### src/rtl/ec_ctrl_pkg.sv
package ec_ctrl_pkg;

  // Bit positions decoded by neighbouring logic and firmware
  localparam int MODE_BIT  = 7;
  localparam int REMAP_BIT = 6;
  localparam int REQ_BIT   = 5;

  // Strobes from control to datapath
  typedef struct packed {
    logic loadCtl;   // load mode and remap bits
    logic modeVal;
    logic remapVal;
    logic setReq;    // any host source requests power-down
    logic clrReq;    // core write-one-to-clear
  } ctlStrobe_t;

endpackage

### src/rtl/ec_ctrl_ctl.sv
module ec_ctrl_ctl
  import ec_ctrl_pkg::*;
#(
  parameter int DATA_W  = 8,
  parameter int NUM_SRC = 2
) (
  input  logic              coreWr,
  input  logic [DATA_W-1:0] coreWrData,
  input  logic [NUM_SRC-1:0] hostPdWr,
  input  logic [NUM_SRC-1:0] hostPdBit,
  output ctlStrobe_t        strobe
);

  logic [NUM_SRC-1:0] srcSet;
  logic unusedData;

  // One set term per host power-down source
  generate
    for (genvar s = 0; s < NUM_SRC; s++) begin : gSrc
      assign srcSet[s] = hostPdWr[s] & hostPdBit[s];
    end
  endgenerate

  assign unusedData = ^coreWrData[REQ_BIT-1:0];

  always_comb begin
    strobe          = '0;
    strobe.loadCtl  = coreWr;
    strobe.modeVal  = coreWrData[MODE_BIT];
    strobe.remapVal = coreWrData[REMAP_BIT];
    strobe.setReq   = |srcSet;
    strobe.clrReq   = coreWr & coreWrData[REQ_BIT];
  end

endmodule

### src/rtl/ec_ctrl_dp.sv
module ec_ctrl_dp
  import ec_ctrl_pkg::*;
#(
  parameter int              DATA_W   = 8,
  parameter int              ADDR_W   = 20,
  parameter int              FLASH_AW = 17,
  parameter logic [ADDR_W-1:0] HI_BASE = 20'hE0000,
  parameter logic [ADDR_W-1:0] LO_BASE = 20'h08000,
  parameter logic [ADDR_W-1:0] LO_LAST = 20'h1FFFF
) (
  input  logic                clk,
  input  logic                rstN,
  input  ctlStrobe_t          strobe,
  input  logic [ADDR_W-1:0]   coreAddr,
  output logic [DATA_W-1:0]   regRdData,
  output logic                coreIrq,
  output logic                directMode,
  output logic                flashSel,
  output logic [FLASH_AW-1:0] flashOff
);

  // Low window shows the top part of flash, so its first address
  // lands at flash size minus window size.
  localparam logic [ADDR_W-1:0] FLASH_BYTES = ADDR_W'(1) << FLASH_AW;
  localparam logic [ADDR_W-1:0] LO_BYTES    = LO_LAST - LO_BASE + 1'b1;
  localparam logic [ADDR_W-1:0] LO_SHIFT    = FLASH_BYTES - LO_BYTES;

  logic modeQ, remapQ, reqQ;
  logic hiHit, loHit;
  logic [FLASH_AW-1:0] hiOff, loOff;

  always_ff @(posedge clk) begin
    if (!rstN) begin
      modeQ  <= 1'b0;
      remapQ <= 1'b0;
      reqQ   <= 1'b0;
    end else begin
      if (strobe.loadCtl) begin
        modeQ  <= strobe.modeVal;
        remapQ <= strobe.remapVal;
      end
      // set beats clear so no request is lost
      if (strobe.setReq)      reqQ <= 1'b1;
      else if (strobe.clrReq) reqQ <= 1'b0;
    end
  end

  always_comb begin
    regRdData            = '0;
    regRdData[MODE_BIT]  = modeQ;
    regRdData[REMAP_BIT] = remapQ;
    regRdData[REQ_BIT]   = reqQ;
  end

  assign coreIrq    = reqQ;
  assign directMode = modeQ;

  assign hiHit = (coreAddr >= HI_BASE);
  assign loHit = remapQ && (coreAddr >= LO_BASE) && (coreAddr <= LO_LAST);
  assign hiOff = coreAddr[FLASH_AW-1:0] - HI_BASE[FLASH_AW-1:0];
  assign loOff = coreAddr[FLASH_AW-1:0] - LO_BASE[FLASH_AW-1:0]
               + LO_SHIFT[FLASH_AW-1:0];

  always_comb begin
    flashSel = hiHit | loHit;
    if (hiHit)      flashOff = hiOff;
    else if (loHit) flashOff = loOff;
    else            flashOff = '0;
  end

endmodule

### src/rtl/ec_ctrl_reg.sv
module ec_ctrl_reg
  import ec_ctrl_pkg::*;
#(
  parameter int DATA_W   = 8,
  parameter int ADDR_W   = 20,
  parameter int FLASH_AW = 17,
  parameter int NUM_SRC  = 2
) (
  input  logic                clk,
  input  logic                rstN,
  input  logic                coreWr,
  input  logic [DATA_W-1:0]   coreWrData,
  output logic [DATA_W-1:0]   regRdData,
  input  logic [NUM_SRC-1:0]  hostPdWr,
  input  logic [NUM_SRC-1:0]  hostPdBit,
  output logic                coreIrq,
  output logic                directMode,
  input  logic [ADDR_W-1:0]   coreAddr,
  output logic                flashSel,
  output logic [FLASH_AW-1:0] flashOff
);

  ctlStrobe_t strobe;

  ec_ctrl_ctl #(.DATA_W(DATA_W), .NUM_SRC(NUM_SRC)) uCtl (
    .coreWr     (coreWr),
    .coreWrData (coreWrData),
    .hostPdWr   (hostPdWr),
    .hostPdBit  (hostPdBit),
    .strobe     (strobe)
  );

  ec_ctrl_dp #(.DATA_W(DATA_W), .ADDR_W(ADDR_W), .FLASH_AW(FLASH_AW)) uDp (
    .clk        (clk),
    .rstN       (rstN),
    .strobe     (strobe),
    .coreAddr   (coreAddr),
    .regRdData  (regRdData),
    .coreIrq    (coreIrq),
    .directMode (directMode),
    .flashSel   (flashSel),
    .flashOff   (flashOff)
  );

endmodule

### config.mk
export PLATFORM = sky130hd
export DESIGN_NAME = ec_ctrl_reg
export DESIGN_NICKNAME = d
export VERILOG_FILES = /design/src/rtl/ec_ctrl_pkg.sv /design/src/rtl/ec_ctrl_ctl.sv /design/src/rtl/ec_ctrl_dp.sv /design/src/rtl/ec_ctrl_reg.sv
export SDC_FILE = /design/constraint.sdc
export NUM_CORES = 1
export LEC_CHECK = 0
export BUFFER_PORTS_ARGS = -buffer_cell sky130_fd_sc_hd__buf_4
export CAP_MARGIN = 20
export CORE_MARGIN = 1
export CORE_UTILIZATION = 35
export DETAILED_ROUTE_END_ITERATION = 6
export PLACE_DENSITY = 0.84
export SYNTH_ARGS = -nofsm -noshare
export SYNTH_HDL_FRONTEND = slang
export SYNTH_SLANG_ARGS = --single-unit
export TNS_END_PERCENT = 10
### constraint.sdc
create_clock -name clk -period 3.4 [get_ports clk]
set_input_delay 0.34 -clock clk [delete_from_list [all_inputs] [get_ports clk]]
set_output_delay 0.34 -clock clk [all_outputs]
set_load 0.005 [all_outputs]
# == Word-level counts from Yosys, hierarchy flattened ==
# Cells that the tools add are included.
# totals
regBits,3
latch_bits,0
ram_bits,0
romBits,0
input_bits,35
output_inout_bits,28
mem_count,0
# classes
n_addsub,2
multipliers,0
div,0
magnitude_cmp,3
n_eq_ne,0
shift,0
n_mux,4
bitwise_logic,4
n_reduce_logical,4
# ops
op,count
$mux W17,2
$ge A20 B16 Y1 const B,1
$ge A20 B20 Y1 const B,1
$le A20 B17 Y1 const B,1
$add A17 B16 Y17 const B,1
$sub A17 B16 Y17 const B,1
$and A1 B1 Y1,3
$logic_and A1 B1 Y1,2
$mux W1,2
$reduce_bool A2 Y1,1
$reduce_or A2 Y1,1
$or A1 B1 Y1,1

# == Longest topological paths before layout ==
# Gate-level depths: netlist (run 1).
# logic_depth
depth_word,5
ltp_mapped,4
ltp_nobuf,2

# == Cells and area by module ==
# A second synthesis (run 1) with hierarchy kept.
# unflattened
hier_cells,79
hier_area_um2,563.0
# modules_own_cells
mod,instances,cells_each,area_each_um2,seq_area_each_um2
ec_ctrl_dp,1,74,525.5,60.1
ec_ctrl_ctl,1,5,37.5,0.0

# == Least setup slack after synthesis (run 1) ==
# OpenSTA, ideal clock, no wires.
# synth_path
path_kind,input-to-output
from,input coreAddr[19]
to,output flashOff[10]
arrival_ns,1.274
required_time_ns,3.060
setup_slack_ns,1.786
path_stages,4
path_cell_list,or4b_1 -> buf_2 -> buf_6 -> o22ai_2
# synth_between
elab_chain_cells,5
# synth_rtl
item,line,source
"start, declared",ec_ctrl_reg.sv:18,"input logic [ADDR_W-1:0] coreAddr,"
$ge A20 B16 Y1,ec_ctrl_dp.sv:59,assign loHit = remapQ && (coreAddr >= LO_BASE) && (coreAddr <= LO_LAST);
$logic_and A1 B1 Y1 (2 in series),ec_ctrl_dp.sv:59,
$mux W17,ec_ctrl_dp.sv:67,else if (loHit) flashOff = loOff;
$mux W17 (*),ec_ctrl_dp.sv:66,if (hiHit) flashOff = hiOff;
"end, declared",ec_ctrl_reg.sv:20,output logic [FLASH_AW-1:0] flashOff
# Every way passes the cells marked *; elsewhere a longest branch is shown, timed or not.

# == Worst setup path in the final report (run 1) ==
# layout_path
from,register uDp.remapQ
to,output flashOff[0]
# layout_between
elab_chain_cells,4
# layout_rtl
item,line,source
"start, declared",ec_ctrl_dp.sv:28,"logic modeQ, remapQ, reqQ;"
"start signal, assigned",ec_ctrl_dp.sv:40,remapQ <= strobe.remapVal;
$logic_and A1 B1 Y1 (2 in series),ec_ctrl_dp.sv:59,
$mux W17,ec_ctrl_dp.sv:67,
$mux W17,ec_ctrl_dp.sv:66,
# Every way passes these cells.

==> flow_summary_export.csv, run 1 <==
group,metric,value,unit
clocking,clk_pin_slew,0.04,ns
grt,grt_usage,19.1,%
logic_synthesis,netlist.top_cell.by_area,"o22ai_2",
drt,antenna_left,0,
drt,wl_per_cell,12.0,um
critical_path,cp-end-kind,"output port",
logic_synthesis,yosys_warnings,0,
worst_hold_path,min_from,"rstN",
critical_path,r2r-end,"uDp.coreIrq$_SDFFE_PN0P_",
placed_design,placed_cells,133,
logic_synthesis,synth.distinct_cells,19,
logic_synthesis,synthArstFlopShare,0,%
finish,finalNonFillerCells,137,
drt,firstDrtPassIters,4,
logic_synthesis,synth.most_common_cell,"inv_1",
power,power_frac_comb,44.0,%
floorplan,std_cell_rows,13,
sta,setup_violations,0,
finish,nFillCells,123,
worst_hold_path,holdPathStages,2,
power,total_leakage_power,0.000484,uW
clocking,cts_tree,"yes",
floorplan,coreArea,1370,um^2
logic_synthesis,netlist_instances,75,
sta,tns,0,ns
power,clkPwrFrac,34.6,%
clocking,cts_max_level,1,
sta,max_freq,461,MHz
grt,grt_antenna_before_repair,0,
clocking,numCtsBuffers,3,
sta,period_share,63.7,%
drt,drc,0,
logic_synthesis,synth.avg_cell_area,7.14,um^2
placed_design,dpl.hpwl,1260,um
clocking,clock-sinks,3,
critical_path,start_kind,"register",
sta,min_period,2.17,ns
outcome,status,"completed",
sta,hold_viol_final,0,
critical_path,cp.arrival,1.83,ns
clocking,clk_path_buf_depth,2,
power,switching_power,55.4,uW
clocking,root_buffer,"clkbuf_4",
worst_hold_path,min_to,"uDp.coreIrq$_SDFFE_PN0P_",
logic_synthesis,synthTopCellsByArea,"o22ai_2 (23%), dfxtp_1 (11%), buf_4 (11%)",
clocking,post_cts_resized,0,
power,peakVddDrop,0.000217,V
sta,clock_skew,0,ns
critical_path,cp_data_required_time,3.06,ns
floorplan,die_area,1690,um^2
power,power.internal,129,uW
logic_synthesis,ys_ff_latch,3,
grt,first_global_vias,510,
floorplan,die_width,41.1,um
power,power_density,206,nW/um^2
critical_path,cp_max_fo,18,
logic_synthesis,synth_top_area_share,23.4,%
finish,antenna_cells,0,
drt,wl,1650,um
grt,grt_max_degree,19,
finish,fin_nets,158,
sta,rsz0062_at_grt,"false",
logic_synthesis,synth-edff-count,0,
critical_path,crit_type,"register to output port",
sta,worstMarginPinSlew,0.849,ns
flow_run,maxCapViolCount,0,
floorplan,io-pin-count,63,
finish,drive_above_1_share,53.3,%
drt,vias_per_cell,5.04,
critical_path,r2r_slack,2.70,ns
logic_synthesis,yosysSeqAreaShare,11.2,%
power,sequentialPowerShare,21.4,%
clocking,clkLatencyLatePin,0.23,ns
critical_path,reg2reg_depth,2,
logic_synthesis,ys.flop_type,"dfxtp_1",
power,swShare,30.0,%
placed_design,gp_congestion,0.651,
drt,drt_iter0_drc,9,
grt,grt.overflow.total,0,
floorplan,floorplan.initialDensity,39.2,%
placed_design,portBuffers,52,
floorplan,fp.dieH,41.1,um
sta,relSlewSlack,43.2,%
worst_hold_path,min_path_type,"input pin to register",
critical_path,r2r_start,"uDp.coreIrq$_SDFFE_PN0P_",
finish,area_growth,67.5,%
logic_synthesis,ys_top_cells_by_count,"inv_1 (15), o21ai_0 (11), o22ai_2 (10)",
drt,vias,690,
power,total_power,185,uW
sta,final_max_slew_viol_count,0,
grt,grt_pass1_wl,2100,um
clocking,post_cts_buffers,0,
logic_synthesis,synthesis.area,536,um^2
clocking,ctsHoldBuffers,0,
## how the worst max path moves through the flow
| stage | endpoint | startpoint | slack [ns] |
|---|---|---|---|
| 5_1_grt | flashOff[16] | uDp.remapQ$_SDFFE_PN0P_ | 1.16 |
| 3_5_place_dp | flashOff[15] | coreAddr[19] | 1.30 |
| 4_1_cts | flashOff[15] | uDp.remapQ$_SDFFE_PN0P_ | 1.22 |
| 3_3_place_gp | flashOff[15] | coreAddr[19] | 1.33 |
| 2_1_floorplan | flashOff[10] | coreAddr[19] | 1.79 |
| 6_report | flashOff[0] | uDp.remapQ$_SDFFE_PN0P_ | 1.23 |
## metrics by stage
stage          hold WS (ns)  utilization (%)  worst slack [ns]  instance area (um^2)
6_report              0.334             65.7              1.23                   897
5_1_grt               0.345             65.7              1.16                   897
4_1_cts               0.330             65.7              1.22                   897
3_5_place_dp          0.567             63.7              1.30                   871
3_3_place_gp          0.521             63.7              1.33                   871
2_1_floorplan         0.458                -              1.79                   551
## power groups by stage
| stage | registers [uW] | clock network, uW | logic (uW) |
|---|---|---|---|
| floorplan | 39.9 | 0 | 40.0 |
| global placement | 39.9 | 0 | 78.4 |
| detailed placement | 40.1 | 0 | 81.5 |
| CTS | 39.6 | 64.8 | 81.8 |
| global route | 39.8 | 70.6 | 89.6 |
| finish | 39.6 | 63.9 | 81.3 |
## registers in the layout, summed over array words and instances (netlist names)
signal	cells
uDp.coreIrq	1
uDp.directMode	1
uDp.remapQ	1
## cell usage in the layout (no fill, tap or decap), types with 2 or more instances in the layout
cell type	count
a21boi_1	3
buf_4	52
inv_1	15
o21ai_1	5
conb_1	5
o22ai_2	10
nor2b_1	2
dfxtp_1	3
clkbuf_4	3
o21ai_0	11
mux2i_1	2
o22ai_1	5
## worst max-delay path: stages (launching register included)
cell     delay, ns
dfxtp_1       0.36
or4b_1        0.82
o22ai_1       0.25
buf_4         0.16
## metal layers
layer  vias to the layer above  share of wire, %  track usage [%]
li1                        342                 -                -
met1                       307                34             20.1
met2                        37                56             35.5
met3                         4               7.8             1.63
met4                         0               1.7             12.1
met5                         -                 0                0
## logic make-up after synthesis
kind of cell	Yosys count	synth area share [%]
other cells	1	0.700
compound gates	36	51.4
simple gates	5	5.84
mux	2	3.74
buf+inv	28	27.1
flops	3	11.2
## cell type report
class                   count  area [um^2]  area share [%]
multi-input cells          48          345            38.5
well taps                  15         18.8            2.09
clock buffers               4         26.3            2.93
inverters                  15         56.3            6.28
flip-flops and latches      3         60.1            6.69
repair buffers             52          390            43.5
Power figures use the tool's default switching activity.
==> inputs of run 2 (changes only) <==
- CORE_UTILIZATION: 35 -> 29
- PLACE_DENSITY: 0.84 -> 0.75
- clock period: 3.4 -> 1.85 ns (I/O delays scaled with it)
==> flow_summary_export.csv, run 2 (same netlist as run 1, synthesis figures left out) <==
group,metric,value,unit
critical_path,worst_path_largest_cell_delay,0.43,ns
critical_path,cp_slowest_cell,"or4b_1",
floorplan,floorplan.initialDensity,31.0,%
sta,hold_slack,0.175,ns
clocking,clk_path_buf_depth,2,
drt,drt_iter0_drc,10,
critical_path,path_cells,"or4b_1 -> buf_4 -> a21boi_1 -> buf_4",
placed_design,preCtsSetupSlack,0.330,ns
floorplan,die_width,45.0,um
sta,period_share,92.2,%
sta,tns,0,ns
sta,final_max_slew_viol_count,0,
placed_design,gp_congestion,0.652,
critical_path,cp-end-kind,"output port",
sta,rsz0062_at_grt,"false",
floorplan,coreArea,1730,um^2
grt,grt_usage,16.3,%
grt,grt_pass1_wl,2570,um
clocking,post_cts_buffers,0,
critical_path,crit_type,"register to output port",
critical_path,cp.arrival,1.52,ns
critical_path,cp_max_fo,18,
finish,nFillCells,167,
clocking,clkLatencyLatePin,0.22,ns
critical_path,crit_buf_inv,2,
critical_path,cp_data_required_time,1.66,ns
grt,grt.overflow.total,0,
worst_hold_path,min_to,"uDp.coreIrq$_SDFFE_PN0P_",
sta,setup_ws,0.144,ns
floorplan,die_area,2020,um^2
clocking,clk_pin_slew,0.04,ns
outcome,status,"completed",
sta,hold_viol_final,0,
finish,area_growth,72.7,%
worst_hold_path,holdPathStages,2,
clocking,post_cts_resized,0,
critical_path,r2r_start,"uDp.coreIrq$_SDFFE_PN0P_",
floorplan,fp.dieH,45.0,um
drt,firstDrtPassIters,4,
critical_path,reg2reg_depth,2,
drt,drc,0,
clocking,numCtsBuffers,3,
critical_path,cp_top_family,"simple AND/OR/NAND/NOR gates",
worst_hold_path,min_path_type,"input pin to register",
floorplan,io-pin-count,63,
finish,fin_util,53.6,%
drt,antenna_left,0,
drt,vias,697,
floorplan,std_cell_rows,15,
clocking,root_buffer,"clkbuf_4",
sta,setup_violations,0,
finish,multiInputGateArea,345,um^2
grt,first_global_vias,663,
placed_design,dpl.hpwl,1220,um
critical_path,start_kind,"register",
drt,vias_per_cell,4.68,
drt,wl_per_cell,10.7,um
grt,grt_max_degree,19,
power,total_leakage_power,0.000493,uW
clocking,clock-sinks,3,
placed_design,portBuffers,52,
finish,drive_above_1_share,54.0,%
finish,layout_common_cells,"buf_4 (54), inv_1 (15), o21ai_0 (11), o22ai_2 (10)",
power,total_power,332,uW
clocking,cts_tree,"yes",
clocking,cts_max_level,1,
finish,fin_nets,160,
grt,grt_antenna_before_repair,0,
worst_hold_path,min_from,"rstN",
finish,layout_commonest_cell,"buf_4",
critical_path,r2r-end,"uDp.coreIrq$_SDFFE_PN0P_",
critical_path,crit_top_cell,"buf_4",
critical_path,r2r_slack,1.14,ns
finish,antenna_cells,0,
finish,register_area,60.1,um^2
sta,max_freq,586,MHz
clocking,ctsHoldBuffers,0,
sta,clock_skew,0,ns
drt,wl,1590,um
sta,min_period,1.71,ns
flow_run,maxCapViolCount,0,
power,power_density,359,nW/um^2
power,peakVddDrop,0.000360,V
## run 2: power breakdown
group	switching (uW)	internal [uW]	total, uW
registers	3.08	69.5	72.6
logic	61.7	88.7	150
clock network	28.3	80.5	109
total	93.0	239	332
## run 2: how the worst max path moves through the flow
stage / start / to / slack, ns / cells past startpoint
floorplan: uDp.remapQ$_SDFFE_PN0P_ / flashOff[10] / 0.50 / 4
global placement: coreAddr[19] / flashOff[16] / 0.36 / 5
detailed placement: coreAddr[19] / flashOff[15] / 0.33 / 5
CTS: uDp.remapQ$_SDFFE_PN0P_ / flashOff[15] / 0.13 / 4
global route: uDp.remapQ$_SDFFE_PN0P_ / flashOff[4] / 0.01 / 4
finish: uDp.remapQ$_SDFFE_PN0P_ / flashOff[15] / 0.14 / 4
## run 2: metal layers
metal  share of wire [%]  up-vias  track usage (%)
met5                   0        -                0
met4                   0        0             1.82
met3                 4.9        0             1.60
met2                  55       29             31.6
met1                  40      320             19.7
li1                    -      348                -
## run 2: stage by stage
stage	cell area, um^2	cells
floorplan	551	79
global placement	898	145
detailed placement	898	145
CTS	925	149
global route	925	149
finish	925	149
## run 2: layout make-up
cell class	count	share of cell area, %
inverter	15	6.09
tap	25	3.38
sequential	3	6.50
clock buffer	4	2.84
timing repair buffer	54	43.8
multi-input combinational	48	37.3
